## src/rtl/trig_sel_pkg.sv

```systemverilog
package trig_sel_pkg;
  localparam int unsigned NUM_REF   = 6;
  localparam int unsigned MODE_A_W  = 3;
  localparam int unsigned MODE_B_W  = MODE_A_W + 1;
  localparam int unsigned HIST_BASE = 3;               // refs 4..6 need edge history
  localparam int unsigned HIST_N    = NUM_REF - HIST_BASE;

  typedef enum logic [MODE_A_W-1:0] {
    SRC_SWUPD  = 3'b000,
    SRC_CNTEN  = 3'b001,
    SRC_UPDATE = 3'b010,
    SRC_CMPPLS = 3'b011,
    SRC_REF1   = 3'b100,
    SRC_REF2   = 3'b101,
    SRC_REF3   = 3'b110,
    SRC_REF4   = 3'b111
  } src_a_e;

  typedef enum logic [MODE_B_W-1:0] {
    XSRC_REF5       = 4'b1000,
    XSRC_REF6       = 4'b1001,
    XSRC_EDGE4      = 4'b1010,
    XSRC_EDGE6      = 4'b1011,
    XSRC_R4R_R6R    = 4'b1100,
    XSRC_R4R_R6F    = 4'b1101,
    XSRC_R5R_R6R    = 4'b1110,
    XSRC_R5R_R6F    = 4'b1111
  } src_b_ext_e;
endpackage

```

## src/rtl/ref_hist.sv

```systemverilog
module ref_hist #(
  parameter int unsigned N = 3
) (
  input  logic         clk_i,
  input  logic         rst_ni,
  input  logic [N-1:0] lvl_i,
  output logic [N-1:0] lvl_q_o
);
  for (genvar g = 0; g < N; g++) begin : g_bit
    always_ff @(posedge clk_i or negedge rst_ni) begin
      if (!rst_ni) lvl_q_o[g] <= 1'b0;
      else         lvl_q_o[g] <= lvl_i[g];
    end
  end
endmodule

```

## src/rtl/trig_mux_base.sv

```systemverilog
module trig_mux_base
  import trig_sel_pkg::*;
(
  input  logic                ug_strobe_i,
  input  logic                cnt_en_i,
  input  logic                update_evt_i,
  input  logic                cc1_match_i,
  input  logic [3:0]          ref_lvl_i,
  input  logic [MODE_A_W-1:0] mode_i,
  output logic                sel_o
);
  always_comb begin
    unique case (src_a_e'(mode_i))
      SRC_SWUPD:  sel_o = ug_strobe_i;
      SRC_CNTEN:  sel_o = cnt_en_i;
      SRC_UPDATE: sel_o = update_evt_i;
      SRC_CMPPLS: sel_o = cc1_match_i;
      SRC_REF1:   sel_o = ref_lvl_i[0];
      SRC_REF2:   sel_o = ref_lvl_i[1];
      SRC_REF3:   sel_o = ref_lvl_i[2];
      default:    sel_o = ref_lvl_i[3];
    endcase
  end
endmodule

```

## src/rtl/trig_mux_ext.sv

```systemverilog
module trig_mux_ext
  import trig_sel_pkg::*;
(
  input  logic                base_i,
  input  logic [HIST_N-1:0]   lvl_i,    // refs 4,5,6
  input  logic [HIST_N-1:0]   lvl_q_i,
  input  logic [MODE_B_W-1:0] mode_i,
  output logic                sel_o
);
  logic [HIST_N-1:0] rise, fall;
  assign rise = lvl_i & ~lvl_q_i;
  assign fall = ~lvl_i & lvl_q_i;

  always_comb begin
    if (!mode_i[MODE_B_W-1]) begin
      sel_o = base_i;
    end else begin
      unique case (src_b_ext_e'(mode_i))
        XSRC_REF5:    sel_o = lvl_i[1];
        XSRC_REF6:    sel_o = lvl_i[2];
        XSRC_EDGE4:   sel_o = rise[0] | fall[0];
        XSRC_EDGE6:   sel_o = rise[2] | fall[2];
        XSRC_R4R_R6R: sel_o = rise[0] | rise[2];
        XSRC_R4R_R6F: sel_o = rise[0] | fall[2];
        XSRC_R5R_R6R: sel_o = rise[1] | rise[2];
        default:      sel_o = rise[1] | fall[2];
      endcase
    end
  end
endmodule

```

## src/rtl/trig_out_sel.sv

```systemverilog
module trig_out_sel
  import trig_sel_pkg::*;
(
  input  logic                clk_i,
  input  logic                rst_ni,
  input  logic                ug_strobe_i,
  input  logic                cnt_en_i,
  input  logic                update_evt_i,
  input  logic                cc1_match_i,
  input  logic [NUM_REF-1:0]  oc_ref_i,
  input  logic [MODE_A_W-1:0] mode_a_i,
  input  logic [MODE_B_W-1:0] mode_b_i,
  output logic                trig_a_o,
  output logic                trig_b_o
);
  logic              sel_a, sel_lo, sel_b;
  logic [HIST_N-1:0] ref_q;
  logic              past_ok_q;

  ref_hist #(.N(HIST_N)) u_hist (
    .clk_i   (clk_i),
    .rst_ni  (rst_ni),
    .lvl_i   (oc_ref_i[NUM_REF-1:HIST_BASE]),
    .lvl_q_o (ref_q)
  );

  trig_mux_base u_mux_a (
    .ug_strobe_i  (ug_strobe_i),
    .cnt_en_i     (cnt_en_i),
    .update_evt_i (update_evt_i),
    .cc1_match_i  (cc1_match_i),
    .ref_lvl_i    (oc_ref_i[3:0]),
    .mode_i       (mode_a_i),
    .sel_o        (sel_a)
  );

  trig_mux_base u_mux_lo (
    .ug_strobe_i  (ug_strobe_i),
    .cnt_en_i     (cnt_en_i),
    .update_evt_i (update_evt_i),
    .cc1_match_i  (cc1_match_i),
    .ref_lvl_i    (oc_ref_i[3:0]),
    .mode_i       (mode_b_i[MODE_A_W-1:0]),
    .sel_o        (sel_lo)
  );

  trig_mux_ext u_mux_b (
    .base_i  (sel_lo),
    .lvl_i   (oc_ref_i[NUM_REF-1:HIST_BASE]),
    .lvl_q_i (ref_q),
    .mode_i  (mode_b_i),
    .sel_o   (sel_b)
  );

  always_ff @(posedge clk_i or negedge rst_ni) begin
    if (!rst_ni) begin
      trig_a_o  <= 1'b0;
      trig_b_o  <= 1'b0;
      past_ok_q <= 1'b0;
    end else begin
      trig_a_o  <= sel_a;
      trig_b_o  <= sel_b;
      past_ok_q <= 1'b1;
    end
  end


  rst_low_chk: assert property (@(posedge clk_i) !rst_ni |=> !trig_a_o && !trig_b_o);


  upd_follow_chk: assert property (@(posedge clk_i) disable iff (!rst_ni)
    past_ok_q && $past(mode_a_i) == 3'b010 |-> trig_a_o == $past(update_evt_i));


  cmp_pulse_chk: assert property (@(posedge clk_i) disable iff (!rst_ni)
    past_ok_q && $past(mode_a_i) == 3'b011 |-> trig_a_o == $past(cc1_match_i));


  lo_match_chk: assert property (@(posedge clk_i) disable iff (!rst_ni)
    past_ok_q && !$past(mode_b_i[3]) && $past(mode_b_i[2:0]) == $past(mode_a_i)
    |-> trig_b_o == trig_a_o);


  edge4_chk: assert property (@(posedge clk_i) disable iff (!rst_ni)
    past_ok_q && $past(mode_b_i) == 4'b1010
    |-> trig_b_o == ($past(oc_ref_i[3]) ^ $past(ref_q[0])));
endmodule

```

## config.mk

```make
export PLATFORM = sky130hd
export DESIGN_NAME = trig_out_sel
export DESIGN_NICKNAME = d
export VERILOG_FILES = /design/src/rtl/trig_sel_pkg.sv /design/src/rtl/ref_hist.sv /design/src/rtl/trig_mux_base.sv /design/src/rtl/trig_mux_ext.sv /design/src/rtl/trig_out_sel.sv
export SDC_FILE = /design/constraint.sdc
export NUM_CORES = 1
export LEC_CHECK = 0
export ABC_AREA = 1
export BUFFER_PORTS_ARGS = -buffer_cell sky130_fd_sc_hd__buf_2
export CAP_MARGIN = 15
export CELL_PAD_IN_SITES_DETAIL_PLACEMENT = 0
export CELL_PAD_IN_SITES_GLOBAL_PLACEMENT = 2
export CORE_ASPECT_RATIO = 0.7
export CORE_MARGIN = 3
export CORE_UTILIZATION = 21
export DETAILED_ROUTE_END_ITERATION = 10
export GPL_TIMING_DRIVEN = 0
export PLACE_DENSITY_LB_ADDON = 0.1
export SLEW_MARGIN = 20
export SYNTH_ARGS = -nofsm -noshare
export SYNTH_HDL_FRONTEND = slang
export SYNTH_SLANG_ARGS = --single-unit
```

## constraint.sdc

```tcl
create_clock -name clk_i -period 1.3 [get_ports clk_i]
set_input_delay 0.26 -clock clk_i [delete_from_list [all_inputs] [get_ports clk_i]]
set_output_delay 0.26 -clock clk_i [all_outputs]
set_load 0.1 [all_outputs]
```

# Yosys cells after proc, flatten, opt, wreduce, memory -nomap -nowiden

Cells that the tools add are included.

Bits of input ports: 19
Register bits: 5
Logic and storage cells: 40
Output and inout bits: 2

Multiplexer cells: 4
Reduce and logical (&&, ||, !) cells: 2
Bitwise gates (word level): 10
Equal/unequal tests: 19

Operators with widths:

| kind                                          | number |
|---|---|
| == test 4 bit, second input constant          | 7 |
| case mux 1 bit (7 select lines)               | 3 |
| == test 3 bit, second input constant          | 6 |
| == test 3 x 2 -> 1 bit, second input constant | 4 |
| bitwise AND 3 bit                             | 2 |
| == test 3 x 1 -> 1 bit, second input constant | 2 |
| zero test 3 bit                               | 2 |
| NOT 3 bit                                     | 2 |
| OR 1 bit                                      | 6 |
| 2-to-1 mux 1 bit                              | 1 |

# Logic depth before layout (Yosys ltp)

Word-level depth: 5
Depth in mapped cells: 10
Mapped depth without buffers: 10

# Modules after synthesis

A second synthesis with hierarchy kept.

Cells, all modules: 74
Area, all modules: 424.2 um^2

Modules (own cells, without submodules):

| module        | seq. area each (um^2) | area an instance (um^2) | instances | cells an instance |
|---|---|---|---|---|
| trig_mux_base | 0.0                   | 75.1                    | 2         | 18 |
| trig_mux_ext  | 0.0                   | 148.9                   | 1         | 33 |
| ref_hist      | 75.1                  | 75.1                    | 1         | 3 |
| trig_out_sel  | 50.0                  | 50.0                    | 1         | 2 |

# Worst setup path before layout

No wires, ideal clock.

Path kind: reg2out
Start point: reg trig_a_o
End point: out trig_a_o
Slack: 157 ps
Data arrival time: 883 ps
Data required time: 1,040 ps
Cell stages (with the launch flop): 1
Path buffers: 0
Cells stage by stage: dfrtp_1

RTL lines:

| what                   | line               | text |
|---|---|---|
| from (decl)            | trig_out_sel.sv:13 | `output logic trig_a_o,` |
| from (signal assigned) | trig_out_sel.sv:61 | `trig_a_o <= sel_a;` |

No word-level cell between the ends.

# Worst setup path in the final report

Start point: reg u_hist.lvl_q_o[2]
End point: reg trig_b_o

Longest elaborated chain between the ends: 5
Elaborated cells between the ends (all ways): 10
Those cells by class: mux (2); bitwise (8)

RTL lines:

| what                               | line                                                       | text |
|---|---|---|
| from (decl)                        | ref_hist.sv:7                                              | `output logic [N-1:0] lvl_q_o` |
| from (signal, indexed assignment)  | ref_hist.sv:12                                             | `else lvl_q_o[g] <= lvl_i[g];` |
| NOT 3 bit                          | trig_mux_ext.sv:11                                         | `assign rise = lvl_i & ~lvl_q_i;` |
| bitwise AND 3 bit                  | trig_mux_ext.sv:11                                         |  |
| OR 1 bit, on equally long branches | trig_mux_ext.sv:25, trig_mux_ext.sv:22, trig_mux_ext.sv:23 |  |
| case mux 1 bit (7 select lines) *  | trig_mux_ext.sv:18                                         | `unique case (src_b_ext_e'(mode_i))` |
| 2-to-1 mux 1 bit *                 | trig_mux_ext.sv:15                                         | `if (!mode_i[MODE_B_W-1]) begin` |
| via sel_b                          | trig_out_sel.sv:16                                         | `logic sel_a, sel_lo, sel_b;` |
| to (signal assigned)               | trig_out_sel.sv:62                                         | `trig_b_o <= sel_b;` |
| to (decl)                          | trig_out_sel.sv:14                                         | `output logic trig_b_o` |

Mark *: on every way through the listed nets, which the timed path passes. The rest lies on a longest branch.

==> reports/qor.csv <==
metric,value,unit
htreeDepth,1,
post-route-util,0.338,
vias,540,
ys_types,15,
drv_slew,0,
slew_headroom,0.680,
ys_seq_area_frac,0.265,
arrival,1.37,ns
synth-xor-area-share,0,
p_clk_frac,0.321,
cts_inserted_buffers,3,
drc,0,
io_pins,21,
switching_share,0.373,
critPathRequiredTime,1.43,ns
reg2reg_to,trig_b_o,
regArea,125,sq um
fill_cells,244,
placedInstanceArea,606,sq um
rsz0062_at_grt,true,
internal_power,349,uW
clock_latency,0.24,ns
place_inst,128,
grt_max_degree,11,
leakagePower,0.373,nW
setup_viol,0,
yosysTopAreaCell,dfrtp_1,
p_sw,208,uW
die_area,2870,sq um
fin_cells,133,
power_frac_seq,0.311,
wl_per_cell,10.3,um
grt_overflow,0,
fin_crit,1.24,ns
port_buffers,19,
initial_utilization,0.238,
die_w,62.7,um
power_density,830,nW/um^2
multiInputGateArea,320,sq um
syn_area,473,sq um
final_layout_size_suffix_gt1_frac,0.320,
r2r_slack,0.06,ns
grt_first_pass_wirelength,2.19,mm
synth.top_cell.area_share,0.265,
antenna_found_initial,0,
grt_pass1_vias,479,
yosys_warnings,0,
synth.area.top_cells,"dfrtp_1 (26%), nand2_1 (21%), nand3_1 (15%), inv_1 (7.9%), a21oi_1 (6.3%)",
syn_inst,79,
coreArea,1980,sq um
drt_pass1_iterations,4,
min_path_type,in -> reg,
final_hold_viol_count,0,
worst_pin_slew,0.483,ns
ys_seq_elements,5,
grt_use_total,0.101,
cp_max_fo,2,
route.detailed.vias_per_inst,4.06,
vdd_drop_max,0.151,mV
p_total,557,uW
clk_pin_slew,0.05,ns
max-clock-path-buffers,2,
crit_path_start,u_hist.lvl_q_o[2],
syn-num-nets,100,
endpoint,trig_b_o,
cp-start-kind,register,
period_share,0.956,
max_freq,0.805,GHz
maxCapViolations,0,
synth_top_family_by_area,simple AND/OR/NAND/NOR gates,
drtAntennaViolNets,0,
crit_path_end_kind,register,
clock_sinks,5,
synth-compound-area-share,0.132,
r2r_start,u_hist.lvl_q_o[2],
final_nets,125,
final_area,671,sq um
gp_congestion,0.700,
path_class,reg -> reg,
rows,13,
dp_hpwl,1.12,mm
rr_worst_depth,8,
clock_skew,0.00424,ns
antenna_cells,0,
synthToLayoutAreaGrowth,41.8,%
synthAdderAreaFrac,0.0529,
drt_wl_total,1.37,mm
syn_avg_cell_area,5.99,sq um
die_y,45.7,um
status,finished clean,
finalSetupTns,0,ns
yosys-mux-area-fraction,0,
cts_tree,built,
yosys.area_share.simple,0.431,
cts-root-buf,clkbuf_4,
drt-initial-drc-count,12,
pwr-share-comb,0.368,
==> final cells by class <==
| cell class | instances | area share |
|---|---|---|
| repair buffers | 20 | 0.157 |
| plain buffers | 1 | 0.0112 |
| flip-flops and latches | 5 | 0.187 |
| multi-input cells | 60 | 0.478 |
| clock buffers | 4 | 0.0392 |
| well taps | 30 | 0.0560 |
| inverters | 13 | 0.0728 |
==> placed cells by master (no fill, tap or decap), types with 2 or more instances in the layout <==
cell type	synthesis	layout
nand3_1	14	12
nand3_2	0	2
inv_2	3	3
buf_2	0	19
clkbuf_4	0	3
inv_1	10	10
dfrtp_1	5	5
nand2_1	26	26
nor2_1	5	5
o21ai_0	2	2
a21oi_1	6	5
==> cell usage after synthesis <==
master and instances:
o21ai_1 1, a21oi_1 6, nor2_4 1, buf_4 1, ha_1 2, nand2_1 26, inv_2 3, a22o_1 1
nand3_1 14, nor2_1 5, o21ai_0 2, nor2_2 1, a31o_1 1, inv_1 10, dfrtp_1 5
==> power groups by stage <==
stage	Combinational [mW]	Sequential, mW	Clock [mW]
6_report	0.205	0.173	0.179
5_1_grt	0.227	0.174	0.204
4_1_cts	0.199	0.173	0.191
3_5_place_dp	0.196	0.174	0
3_3_place_gp	0.197	0.175	0
2_1_floorplan	0.0755	0.227	0
==> worst min path at each step <==
stage                      from                end  cells past startpoint
finish              oc_ref_i[3]  u_hist.lvl_q_o[0]                      1
global route        oc_ref_i[3]  u_hist.lvl_q_o[0]                      1
CTS                 oc_ref_i[3]  u_hist.lvl_q_o[0]                      1
detailed placement       rst_ni           trig_a_o                      1
global placement         rst_ni           trig_a_o                      1
floorplan                rst_ni           trig_a_o                      0
==> stage by stage <==
step	worst slack, ns	hold WS, ns
after floorplan	0.157	-0.0356
after global placement	-0.0244	0.0746
after detailed placement	-0.0168	0.0761
after CTS	0.0109	0.140
after global routing	-0.0294	0.138
final	0.0570	0.152
==> worst max-delay path: stages (launching register included) <==
cell and delay [ns]:
dfrtp_1 0.43, ha_4 0.28, inv_1 0.04, nand3_2 0.05
nand3_2 0.06, a21oi_2 0.11, nand2_1 0.06, nand2_1 0.06
nand2_1 0.05
==> metal layers <==
layer	GRT usage	vias up	wire, um
met5	0	-	0
met4	0.0658	0	0
met3	0.00988	0	45
met2	0.127	11	563
met1	0.158	229	758
li1	-	300	-
==> state kept, by name, indices dropped and copies added (netlist names) <==
register,count
trig_b_o,1
trig_a_o,1
u_hist.lvl_q_o,3
==> repair_timing <==
item	in CTS	in global routing
setup endpoints to repair	0	1
endpoints found under the hold margin	5	0
hold buffers	1	0
gates resized for setup	0	6
buffers inserted	0	0
==> logic make-up (layout without fill, tap and decap cells) <==
kind of cell | after synthesis | in the layout
AO/OA/AOI/OAI | 11 | 11
adder cells (fa/ha/maj) | 2 | 2
buffers and inverters | 14 | 38
flip-flops | 5 | 5
AND/OR/NAND/NOR | 47 | 47
Power figures use the tool's default switching activity.
